## src/rtl/burst_ctr_pkg.sv

```systemverilog
package burst_ctr_pkg;
  typedef enum logic {
    ORDER_XOR = 1'b0,
    ORDER_LIN = 1'b1
  } burst_order_e;
endpackage

```

## src/rtl/burst_start_reg.sv

```systemverilog
module burst_start_reg
  import burst_ctr_pkg::*;
#(
  parameter int CNT_W = 2
) (
  input  logic             clk_i,
  input  logic             rst_ni,
  input  logic             load_i,
  input  logic             order_i,
  input  logic [CNT_W-1:0] start_i,
  output logic [CNT_W-1:0] start_o,
  output burst_order_e     order_o
);
  logic [CNT_W-1:0] start_q;
  burst_order_e     order_q;

  always_ff @(posedge clk_i or negedge rst_ni) begin
    if (!rst_ni) begin
      start_q <= '0;
      order_q <= ORDER_XOR;
    end else if (load_i) begin
      start_q <= start_i;
      order_q <= burst_order_e'(order_i);
    end
  end

  assign start_o = start_q;
  assign order_o = order_q;

  // order is frozen for the burst
  assert_order_frozen_R9: assert property (@(posedge clk_i) disable iff (!rst_ni)
    !load_i |=> $stable(order_q));
endmodule

```

## src/rtl/burst_beat_cnt.sv

```systemverilog
module burst_beat_cnt #(
  parameter int CNT_W = 2
) (
  input  logic             clk_i,
  input  logic             rst_ni,
  input  logic             load_i,
  input  logic             adv_i,
  output logic [CNT_W-1:0] beat_o,
  output logic             last_o
);
  localparam logic [CNT_W-1:0] BEAT_LAST = '1;
  localparam logic [CNT_W-1:0] BEAT_PEN  = BEAT_LAST - CNT_W'(1);

  logic [CNT_W-1:0] beat_q;

  always_ff @(posedge clk_i or negedge rst_ni) begin
    if (!rst_ni)      beat_q <= '0;
    else if (load_i)  beat_q <= '0;
    else if (adv_i)   beat_q <= beat_q + CNT_W'(1);
  end

  assign beat_o = beat_q;
  assign last_o = (beat_q == BEAT_LAST);

  assert_last_beat_R6: assert property (@(posedge clk_i) disable iff (!rst_ni)
    !load_i && adv_i && beat_q == BEAT_PEN |=> last_o);
  assert_beat_wrap_R7: assert property (@(posedge clk_i) disable iff (!rst_ni)
    !load_i && adv_i && last_o |=> beat_q == '0);
  assert_load_first_R8: assert property (@(posedge clk_i) disable iff (!rst_ni)
    load_i |=> beat_q == '0);
endmodule

```

## src/rtl/burst_seq_map.sv

```systemverilog
module burst_seq_map
  import burst_ctr_pkg::*;
#(
  parameter int CNT_W = 2
) (
  input  logic [CNT_W-1:0] start_i,
  input  logic [CNT_W-1:0] beat_i,
  input  burst_order_e     order_i,
  output logic [CNT_W-1:0] addr_o
);
  logic [CNT_W-1:0] lin_addr;
  logic [CNT_W-1:0] xor_addr;

  assign lin_addr = start_i + beat_i;
  assign xor_addr = start_i ^ beat_i;

  always_comb begin
    unique case (order_i)
      ORDER_LIN: addr_o = lin_addr;
      default:   addr_o = xor_addr;
    endcase
  end
endmodule

```

## src/rtl/burst_addr_ctr.sv

```systemverilog
module burst_addr_ctr
  import burst_ctr_pkg::*;
#(
  parameter int CNT_W = 2
) (
  input  logic             clk_i,
  input  logic             rst_ni,
  input  logic             load_i,
  input  logic             adv_i,
  input  logic             order_i,
  input  logic [CNT_W-1:0] start_i,
  output logic [CNT_W-1:0] addr_o,
  output logic             last_o
);
  logic [CNT_W-1:0] start_q;
  logic [CNT_W-1:0] beat_q;
  burst_order_e     order_q;

  burst_start_reg #(.CNT_W(CNT_W)) u_start (
    .clk_i(clk_i), .rst_ni(rst_ni), .load_i(load_i), .order_i(order_i),
    .start_i(start_i), .start_o(start_q), .order_o(order_q)
  );

  burst_beat_cnt #(.CNT_W(CNT_W)) u_beat (
    .clk_i(clk_i), .rst_ni(rst_ni), .load_i(load_i), .adv_i(adv_i),
    .beat_o(beat_q), .last_o(last_o)
  );

  burst_seq_map #(.CNT_W(CNT_W)) u_map (
    .start_i(start_q), .beat_i(beat_q), .order_i(order_q), .addr_o(addr_o)
  );

  assert_load_R2: assert property (@(posedge clk_i) disable iff (!rst_ni)
    load_i |=> addr_o == $past(start_i) && !last_o);
  assert_hold_R5: assert property (@(posedge clk_i) disable iff (!rst_ni)
    !load_i && !adv_i |=> $stable(addr_o) && $stable(last_o));
  assert_wrap_R7: assert property (@(posedge clk_i) disable iff (!rst_ni)
    !load_i && adv_i && last_o |=> addr_o == start_q && !last_o);
endmodule

```

## config.mk

```make
export PLATFORM = sky130hd
export DESIGN_NAME = burst_addr_ctr
export DESIGN_NICKNAME = d
export VERILOG_FILES = /design/src/rtl/burst_ctr_pkg.sv /design/src/rtl/burst_start_reg.sv /design/src/rtl/burst_beat_cnt.sv /design/src/rtl/burst_seq_map.sv /design/src/rtl/burst_addr_ctr.sv
export SDC_FILE = /design/constraint.sdc
export NUM_CORES = 1
export LEC_CHECK = 0
export BUFFER_PORTS_ARGS = -buffer_cell sky130_fd_sc_hd__buf_4
export CAP_MARGIN = 20
export CORE_AREA = 2 2 39 41
export CTS_CLUSTER_DIAMETER = 60
export DETAILED_ROUTE_END_ITERATION = 10
export DIE_AREA = 0 0 41 43
export GPL_TIMING_DRIVEN = 0
export PLACE_DENSITY = 0.41
export SLEW_MARGIN = 10
export SYNTH_ARGS = -nofsm -noshare
export SYNTH_HDL_FRONTEND = slang
export SYNTH_SLANG_ARGS = --single-unit
```

## constraint.sdc

```tcl
create_clock -name clk_i -period 2.1 [get_ports clk_i]
set_input_delay 0 -clock clk_i [delete_from_list [all_inputs] [get_ports clk_i]]
set_output_delay 0 -clock clk_i [all_outputs]
set_load 0.005 [all_outputs]
```

==> impl_results.md, run 1 <==
- Status: complete, no violations
- Initial antenna violation count: 0
- DP Cell Count: 42
- Clock Sinks: 5
- Top post-synthesis cells by count: 5 x dfrtp_1, 3 x mux2_2, 2 x ha_1, 2 x nor2_1, 2 x xnor2_1
- CTS tree: built
- Worst reg-to-reg path cell count: 3
- RSZ-0062 raised after global routing: no
- Final Worst Setup Slack: 0.967 ns
- Num CTS Buffers: 3
- Reg-to-reg slack, setup: 1.08 ns
- Clock Path Buffers: 2
- Post-DRT Antenna Nets: 0
- Netlist Area Pre-Place: 231 µm²
- Number of diodes: 0
- Data arrival, critical path: 1.13 ns
- Worst Hold Launch: adv_i
- Netlist cell types: 8
- Top FF cell, synth: dfrtp_1
- First-pass GRT wire length: 745 µm
- Max stage delay on crit path: 0.40 ns
- Setup crit end kind: output pin
- Power density over the cells: 710 nW/µm²
- Top cells by area, synth: dfrtp_1 54%, mux2_2 15%, ha_1 11%
- Fin cells: 51
- Fin nets: 45
- Sequential fraction of the synthesis area: 54.1%
- Hold Vio Cnt, Final: 0
- CTS clk-pin slew, worst paths: 0.05 ns
- Hold WC Path Type: input pin to flop
- GPL Wtd Cong: 0.682
- Pre-antenna DRT Iters: 1
- Total GRT Usage: 6.76%
- R2r startpoint: u_beat.beat_o[0]
- Crit-path slowest cell: dfrtp_1
- Average size of a mapped cell: 13.6 µm²
- YS warnings: 0
- Final min period: 1.13 ns
- Die width: 41 µm
- Max-cap violations: 0
- Max IR drop VDD: 0.000249 V
- Vias per cell: 3.65
- Worst setup SP type: flop
- Largest area contributor in the netlist: dfrtp_1
- DR iter-0 viols: 0
- Skew-Pair Late Insertion Delay: 0.24 ns
- Count leader, synth: dfrtp_1
- Post-CTS Setup Bufs: 0
- Vias in the first global route: 218
- Register bit count reported by yosys: 5
- Port Buffer Count: 9
- Crit path cell chain: ha_1, nand2_1, xnor2_1, buf_4
- IO Count: 10
- Clock root cell: clkbuf_4
- Hold Path End: u_beat.beat_o[0]
- Row count: 14
- Top-area cell type share of the netlist area: 54.1%
- FF-to-FF End: u_beat.beat_o[1]
- Slew HR: 90.5%
- Final wirelength: 428 µm
- Hold path depth: 3
- WL/cell: 8.39 µm
- Vias: 186
- Slew @ Worst Pin: 0.139 ns
- Critical Path Start: u_beat.beat_o[0]
- Drt drc: 0
- Critical path peak fanout: 3
- Core ar.: 1380 µm²
- Die Height: 43 µm
- Critical path required time: 2.10 ns
- Post-synth EDFFs: 0
- Setup WS pre-CTS: 1.08 ns
- Final Cycle Share: 53.9%
- Fillers: 144
- Crit path kind: flop to output pin
- Area added between synthesis and finish: 70.8%
- Largest net degree at the start of global routing: 6
- Cells after Synth: 17
- Fin. max-slew vios: 0
- Layout cells sized above 1: 42.9%
- Die area: 1760 µm²
- Max H-tree Level: 1
- Clock skew: 0.0000849 ns
- FFs w/ async S/R, synth: 100%
- Maximum clock rate: 883 MHz
- Gr ovfl total: 0
- # setup viols final: 0
- Setup TNS: 0 ns
- Syn nets: 26
- Initial Util: 16.7%
- Leakage power figure: 0.191 nW
metal layers:
metal,vias up,track usage [%],share of wire (%)
li1,94,-,-
met1,88,4.90,35
met2,4,11.6,57
met3,0,3.14,7.9
met4,0,6.00,0
met5,-,0,0
layout make-up:
cell class / instances / area [µm²] / area share (%)
Tap cell: 16 / 20.0 / 5.06
Clock buffer: 4 / 26.3 / 6.65
Sequential cell: 5 / 125 / 31.6
Timing Repair Buffer: 14 / 118 / 29.7
Multi-Input combinational cell: 12 / 106 / 26.9
where the power goes:
part           switching (mW)  total [mW]  internal [mW]
registers             0.00669       0.113          0.106
logic                  0.0191      0.0583         0.0392
clock network          0.0377       0.109         0.0717
worst max-delay path by stage:
stage / end / slack [ns] / cells past startpoint
global placement: u_beat.beat_o[1] / 1.11 / 3
floorplan: u_beat.beat_o[1] / 1.15 / 3
CTS: addr_o[1] / 0.94 / 4
global route: addr_o[1] / 0.90 / 4
finish: addr_o[1] / 0.97 / 4
detailed placement: u_beat.beat_o[1] / 1.08 / 3
metrics by stage:
step | total power, mW | area [µm²] | hold slack [ns] | util [%]
after floorplan | 0.138 | 231 | -0.296 | -
after global placement | 0.166 | 319 | -0.196 | 23.1
after detailed placement | 0.167 | 319 | -0.196 | 23.1
after CTS | 0.288 | 395 | 0.0236 | 28.6
after global routing | 0.301 | 395 | 0.0545 | 28.6
final | 0.281 | 395 | 0.0306 | 28.6
state kept, by name, summed over array words and instances (netlist names):
name and count:
u_start.order_o 1, u_beat.beat_o 2, u_start.start_o 2
critical path: cells and delay by family (launching register included):
| family | cells | cell delay (ns) |
|---|---|---|
| XOR/XNOR | 1 | 0.11 |
| adder cells (fa/ha/maj) | 1 | 0.19 |
| buffers and inverters | 1 | 0.13 |
| flip-flops | 1 | 0.40 |
| AND/OR/NAND/NOR | 1 | 0.07 |
layout by cell type (no fill, tap or decap):
cell type / instances
ha_1: 2
dfrtp_1: 5
buf_4: 9
nor2_1: 2
mux2i_1: 1
xnor2_1: 2
clkbuf_4: 3
clkbuf_1: 1
xor2_1: 1
mux2_2: 3
dlygate4sd3_1: 5
nand2_1: 1
kinds of logic (layout without fill, tap and decap cells):
| logic type | Yosys count | after routing | synth area share (%) |
|---|---|---|---|
| xor+xnor | 3 | 3 | 11.4 |
| fa+ha+maj | 2 | 2 | 10.8 |
| buf+inv | 0 | 18 | 0 |
| flops | 5 | 5 | 54.1 |
| mux | 4 | 4 | 18.9 |
| simple gates | 3 | 3 | 4.86 |
what timing repair did:
action,in CTS,in global routing
endpoints found under the hold margin,10,0
gates resized for setup,0,0
hold buffers,5,0
No activity file was read; power rests on OpenSTA's default activity.
==> run 2: changes to the inputs <==
--- a/config.mk
+++ b/config.mk
@@ -5,6 +5,7 @@
 export SDC_FILE = /design/constraint.sdc
 export NUM_CORES = 1
 export LEC_CHECK = 0
+export ABC_AREA = 1
 export BUFFER_PORTS_ARGS = -buffer_cell sky130_fd_sc_hd__buf_4
 export CAP_MARGIN = 20
 export CORE_AREA = 2 2 39 41
@@ -12,7 +13,7 @@
 export DETAILED_ROUTE_END_ITERATION = 10
 export DIE_AREA = 0 0 41 43
 export GPL_TIMING_DRIVEN = 0
-export PLACE_DENSITY = 0.41
+export PLACE_DENSITY = 0.44
 export SLEW_MARGIN = 10
 export SYNTH_ARGS = -nofsm -noshare
 export SYNTH_HDL_FRONTEND = slang
==> constraint.sdc (replaced) <==
create_clock -name clk_i -period 0.9 [get_ports clk_i]
set_input_delay 0 -clock clk_i [delete_from_list [all_inputs] [get_ports clk_i]]
set_output_delay 0 -clock clk_i [all_outputs]
set_load 0.005 [all_outputs]
==> run 2 against run 1 <==
- the run now ends with setup timing left
- critical path depth up 3
- die area did not move
- count of clock-buffer cells in the layout did not move
- first-iteration DRC count rose by 1
- largest power group unchanged
- highest routed layer is now met4
==> impl_results.md, run 2 <==
- Final Worst Setup Slack: -0.246 ns (-1.21 ns)
- Number of diodes: 0 (unchanged)
- Total GRT Usage: 9.69% (+2.9 points)
- Fin. max-slew vios: 0 (unchanged)
- Worst reg-to-reg path cell count: 4 (+1)
- Top-area cell type share of the netlist area: 48.3% (-5.7 points)
- Max IR drop VDD: 0.000723 V (+190%)
- Area added between synthesis and finish: 88.9%
- Setup crit end: addr_o[1]
- Failing checks: setup timing
- Final wirelength: 616 µm (+44%)
- Average size of a mapped cell: 7.85 µm² (-42%)
- Setup WS pre-CTS: -0.0745 ns (-1.16 ns)
- Power density over the cells: 1470 nW/µm² (+110%)
- Switch share: 26.5% (+3.9 points)
- DR iter-0 viols: 1 (+1)
- Vias: 280 (+51%)
- Critical path required time: 0.90 ns (-1.20 ns)
- Syn nets: 42 (+62%)
- FF-to-FF End: u_beat.beat_o[1]
- Setup crit end kind: output pin
- Metal2 WL: 315 µm (+30%)
- Initial antenna violation count: 0 (unchanged)
- Pre-antenna DRT Iters: 2 (+1)
- Reg-to-reg slack, setup: -0.18 ns (-1.26 ns)
- Slew HR: 85.0% (-5.4 points)
- Detailed placement HPWL: 386 µm
- Die width: 41 µm (unchanged)
- Critical Path Start: u_beat.beat_o[0]
- CTS clk-pin slew, worst paths: 0.05 ns (about the same)
- Count leader, synth: nand2_1
- Status: finished with violations
- Max-cap violations: 0 (unchanged)
- Metal3 WL: 36 µm (+5.9%)
- Gr ovfl total: 0 (unchanged)
- Top cells by area, synth: dfrtp_1 48%, nand2_1 19%, ha_1 9.7%
- Netlist Area Pre-Place: 259 µm² (+12%)
- Clock Path Buffers: 2 (unchanged)
- Fin nets: 64 (+42%)
- Core ar.: 1380 µm² (unchanged)
- Max H-tree Level: 1 (unchanged)
- YS warnings: 0 (unchanged)
- Critical path peak fanout: 2 (-1)
- Final Cycle Share: 127%
- Most frequent cells in the layout: 12 x nand2_1, 9 x buf_4, 6 x dlygate4sd3_1
- Post-DRT Antenna Nets: 0 (unchanged)
- Largest area contributor in the netlist: dfrtp_1
- Drt drc: 0 (unchanged)
- Leakage power figure: 0.263 nW (+38%)
- WHS: 0.107 ns (+0.0760 ns)
- Die Height: 43 µm (unchanged)
- Sequential fraction of the synthesis area: 48.3% (-5.7 points)
- Clock Sinks: 5 (unchanged)
- Top post-synthesis cells by count: 13 x nand2_1, 5 x dfrtp_1, 5 x inv_1
- Clock skew: 0.0000796 ns (-0.00000525 ns)
- Netlist cell types: 10 (+2)
- Vias per cell: 4.00 (+9.7%)
- Hold WC Path Type: input pin to async pin
- Internal power: 0.528 mW (+140%)
- Num CTS Buffers: 3 (unchanged)
- Worst setup SP type: flop
- Crit path kind: flop to output pin
- Top FF cell, synth: dfrtp_1
- Vias in the first global route: 281 (+29%)
- Final min period: 1.15 ns
- R2r startpoint: u_beat.beat_o[0]
- Maximum clock rate: 872 MHz
- # setup viols final: 4 (+4)
- Cells after Synth: 33 (+16)
- IO Count: 10 (unchanged)
- Hold Vio Cnt, Final: 0 (unchanged)
- Initial Util: 18.7% (+2.0 points)
- Largest net degree at the start of global routing: 7 (+1)
- Top routing layer used: met4
- CTS tree: built
- Skew-Pair Late Insertion Delay: 0.24 ns (about the same)
- Register bit count reported by yosys: 5 (unchanged)
- Clock share of power: 36.4% (-2.6 points)
- Layout cells sized above 1: 38.9% (-4.0 points)
- FFs w/ async S/R, synth: 100% (unchanged)
- Port Buffer Count: 9 (unchanged)
- Post-synth EDFFs: 0 (unchanged)
- Clock root cell: clkbuf_4
- Part of the power in registers: 37.2% (-3.0 points)
- WL met1: 255 µm (+70%)
- Slew @ Worst Pin: 0.222 ns (+0.0828 ns)
- WL/cell: 8.80 µm (+4.9%)
- Switching power: 0.191 mW (+200%)
- GPL Wtd Cong: 0.683 (about the same)
- Row count: 14 (unchanged)
- Data arrival, critical path: 1.15 ns (+0.02 ns)
- Most common cell after layout, fill and taps aside: nand2_1
- Die area: 1760 µm² (unchanged)
- First-pass GRT wire length: 1100 µm (+47%)
- Comb power frac: 26.3% (+5.5 points)
- RSZ-0062 raised after global routing: yes
-- run 2: cell count changes after synthesis, sizes merged --
| cell | delta |
|---|---|
| nand2 | +12 |
| inv | +6 |
| mux2 | -3 |
| nand3 | +2 |
| o21ai | +2 |
| xnor2 | -1 |
| xor2 | -1 |
| mux2i | -1 |
| a21oi | +1 |
| nor2 | -1 |
-- run 2: how the worst min path moves through the flow --
stage,start,end,slack [ns]
global route,rst_ni,u_beat.beat_o[1],0.10
detailed placement,rst_ni,u_beat.beat_o[1],-0.20
CTS,rst_ni,u_beat.beat_o[1],0.10
global placement,rst_ni,u_beat.beat_o[1],-0.19
finish,rst_ni,u_beat.beat_o[1],0.11
floorplan,rst_ni,u_beat.beat_o[0],-0.30
-- run 2: logic make-up (layout without fill, tap and decap cells) --
group,after synthesis,after routing,synth area share [%]
adders and majority gates,2,2,9.66
DFF,5,5,48.3
buffers and inverters,6,27,8.70
AOI/OAI and AO/OA,3,3,5.80
xor gates and xnor gates,1,1,3.38
and+or+nand+nor,16,16,24.2
-- run 2: cell type report --
cell class                      instances  area [µm²]
Inverter                                6        22.5
Clock buffer                            4        26.3
Multi-Input combinational cell         22         145
Tap cell                               16        20.0
Fill cell                             153         895
Sequential cell                         5         125
Timing Repair Buffer                   17         150
-- run 2: repair_timing --
action,in CTS,in global routing
buffers inserted,1,1
pin swaps,5,3
resized for setup,5,5
hold buffers,6,0
endpoints found under the setup margin,4,4
hold endpoints to repair,10,0
-- run 2: worst max-delay path, stage by stage (launching register included) --
cell and delay [ns]:
dfrtp_1 0.41, ha_4 0.18, nand2_4 0.06, inv_2 0.03, nand3_2 0.04, nand2_1 0.04
inv_1 0.06, buf_6 0.09
-- run 2: power by group through the flow --
stage | Combinational [mW] | Sequential (mW) | Clock, mW
2_1_floorplan | 0.0588 | 0.262 | 0
4_1_cts | 0.158 | 0.261 | 0.270
6_report | 0.189 | 0.268 | 0.262
3_3_place_gp | 0.121 | 0.266 | 0
5_1_grt | 0.213 | 0.269 | 0.297
3_5_place_dp | 0.120 | 0.266 | 0
-- run 2: per-stage QoR --
stage | cells | instance area, µm² | power (mW) | util, % | TNS [ns]
3_5_place_dp | 58 | 347 | 0.386 | 25.0 | -0.0926
3_3_place_gp | 58 | 347 | 0.387 | 25.0 | -0.0788
6_report | 70 | 489 | 0.719 | 35.4 | -0.762
5_1_grt | 70 | 489 | 0.778 | 35.4 | -0.923
4_1_cts | 69 | 455 | 0.689 | 32.9 | -0.705
2_1_floorplan | 33 | 259 | 0.321 | - | 0
-- run 2: metal layers --
metal	track usage [%]	up-vias
met2	13.1	7
met3	3.14	2
met1	10.8	129
li1	-	142
met5	0	-
met4	10.0	0
==> run 3: changes to the inputs <==
--- a/config.mk
+++ b/config.mk
@@ -12,7 +12,7 @@
 export CTS_CLUSTER_DIAMETER = 60
 export DETAILED_ROUTE_END_ITERATION = 10
 export DIE_AREA = 0 0 41 43
-export GPL_TIMING_DRIVEN = 0
+export GPL_TIMING_DRIVEN = 1
 export PLACE_DENSITY = 0.44
 export SLEW_MARGIN = 10
 export SYNTH_ARGS = -nofsm -noshare
==> run 3 against run 2 <==
- the run still ends with setup timing left
- die area is the same
- cell area up 3.8%
- count of clock-buffer cells in the layout did not move
- worst setup slack worse by 0.038 ns
- core utilization rose by 1.4 points
- fmax is 3.2% lower
- clock skew about the same
- critical endpoint is now last_o
==> impl_results.md, run 3 (synthesis results as in run 2) <==
- Status: finished with violations
- Failing checks: setup timing
- Critical path required time: 0.90 ns (about the same)
- CTS clk-pin slew, worst paths: 0.04 ns (about the same)
- Slew @ Worst Pin: 0.141 ns (-0.0813 ns)
- Die width: 41 µm (unchanged)
- Post-DRT Antenna Nets: 0 (unchanged)
- Crit path buffers/inverters: 3 (unchanged)
- # setup viols final: 5 (+1)
- Crit path kind: flop to output pin
- Fin cells: 72 (+2.9%)
- Setup crit end kind: output pin
- Row count: 14 (unchanged)
- Gr ovfl total: 0 (unchanged)
- GPL Wtd Cong: 0.665 (-2.7%)
- Vias in the first global route: 251 (-11%)
- Layout cells sized above 1: 41.1% (+2.2 points)
- Hold Vio Cnt, Final: 0 (unchanged)
- Number of diodes: 0 (unchanged)
- Cell repeated most along the worst path: buf_4
- Fin area: 508 µm² (+3.8%)
- Initial antenna violation count: 0 (unchanged)
- Die area: 1760 µm² (unchanged)
- Pre-antenna DRT Iters: 4 (+2)
- Area added between synthesis and finish: 96.1%
- Leakage power figure: 0.266 nW (+0.86%)
- Final wirelength: 589 µm (-4.4%)
- Most frequent cells in the layout: 12 x nand2_1, 9 x buf_4, 6 x dlygate4sd3_1
- Total GRT Usage: 8.87% (-0.82 points)
- Crit path cell chain: buf_4, buf_6, ha_2, buf_4
- Drt drc: 0 (unchanged)
- Fin. max-slew vios: 0 (unchanged)
- IO Count: 10 (unchanged)
- Cell family with most CP delay: flip-flops
- Port Buffer Count: 9 (unchanged)
- Clock skew: 0.0000150 ns (-0.0000647 ns)
- CTS tree: built
- Vias per cell: 3.93 (-1.7%)
- Max-cap violations: 0 (unchanged)
- Largest net degree at the start of global routing: 7 (unchanged)
- RSZ-0062 raised after global routing: yes
- First-pass GRT wire length: 1010 µm (-7.6%)
- Most common cell after layout, fill and taps aside: nand2_1
- Area after DPL: 362 µm² (+4.3%)
- Final Cycle Share: 132% (+4.2 points)
- DP Cell Count: 60 (+3.4%)
- Skew-Pair Late Insertion Delay: 0.24 ns (about the same)
- Final min period: 1.18 ns (+0.0378 ns)
- Die Height: 43 µm (unchanged)
- Core ar.: 1380 µm² (unchanged)
- Critical path peak fanout: 2 (unchanged)
- Detailed placement HPWL: 423 µm (+9.5%)
- Num CTS Buffers: 3 (unchanged)
- DR iter-0 viols: 3 (+2)
- Data arrival, critical path: 1.18 ns (+0.03 ns)
- Fin nets: 66 (+3.1%)
- Maximum clock rate: 844 MHz (-3.2%)
- Worst setup SP type: flop
- WL/cell: 8.18 µm (-7.0%)
- Crit-path slowest cell: dfrtp_1
- Vias: 283 (+1.1%)
- Slew HR: 90.5% (+5.5 points)
- Hold WC Path Type: input pin to async pin
- Power density over the cells: 1430 nW/µm² (-2.5%)
- Clock Path Buffers: 2 (unchanged)
- Initial Util: 18.7% (unchanged)
- Max H-tree Level: 1 (unchanged)
- Max stage delay on crit path: 0.41 ns (about the same)
- Max IR drop VDD: 0.000663 V (-8.3%)
- Pwr Total: 0.727 mW (+1.2%)
- Clock Sinks: 5 (unchanged)
- Clock root cell: clkbuf_4
- Final Worst Setup Slack: -0.284 ns (-0.0378 ns)
-- run 3: cell count changes in the layout (fill, tap and decap cells not counted) --
cell | previous run | this run
xnor2_2 | 0 | 1
buf_6 | 2 | 4
nand2_2 | 0 | 1
xnor2_1 | 1 | 0
a21oi_1 | 0 | 1
ha_2 | 0 | 1
nand2_4 | 1 | 0
nand3_1 | 0 | 1
ha_1 | 1 | 0
nand3_2 | 2 | 1
a21oi_2 | 1 | 0
-- run 3: per-layer routing --
layer  track usage, %  routed length (µm)  vias to the layer above
li1                 -                   -                      146
met1             11.1                 268                      126
met2             12.2                 280                        9
met3             1.57                  31                        2
met4             8.00                   8                        0
met5                0                   0                        -
-- run 3: final cells by class --
cell class                 instances  area [µm²]
sequential                         5         125
multi-input combinational         22         141
fill                             149         876
tap                               16        20.0
clock buffer                       4        26.3
timing repair buffer              19         173
inverter                           6        22.5
-- run 3: timing repair --
item / CTS / global route
hold buffers: 6 / 0
endpoints found under the hold margin: 10 / 0
gates resized for setup: 3 / 8
pin swaps: 1 / 5
buffers inserted: 1 / 1
endpoints found under the setup margin: 4 / 5
-- run 3: power by group --
group	internal [mW]	switching, mW	leakage, nW
Combinational	0.128	0.0740	0.188
Sequential	0.246	0.0190	0.0625
Clock	0.168	0.0923	0.0150
Total	0.542	0.185	0.266
-- run 3: stage by stage --
step	setup WS, ns	TNS [ns]	hold WS [ns]	util, %
finish	-0.284	-1.08	0.103	36.7
global route	-0.324	-1.31	0.103	36.7
CTS	-0.261	-0.749	0.103	33.8
detailed placement	-0.0463	-0.0623	-0.192	26.1
global placement	-0.0449	-0.0552	-0.191	26.1
floorplan	0.0132	0	-0.296	-
-- run 3: final timing paths --
| kind | from | endpoint | slack (ns) | cells after the start |
|---|---|---|---|---|
| max | u_beat.beat_o[0] | last_o | -0.28 | 4 |
| min | rst_ni | u_beat.beat_o[1] | 0.10 | 2 |
| max reg2reg | u_beat.beat_o[0] | u_beat.beat_o[1] | -0.26 | 5 |
| min reg2reg | u_start.order_o | u_start.order_o | 0.49 | 2 |
| max in group asynchronous | rst_ni | u_start.start_o[1] | 0.69 | 2 |
| min in group clk_i | u_start.order_o | u_start.order_o | 0.49 | 2 |
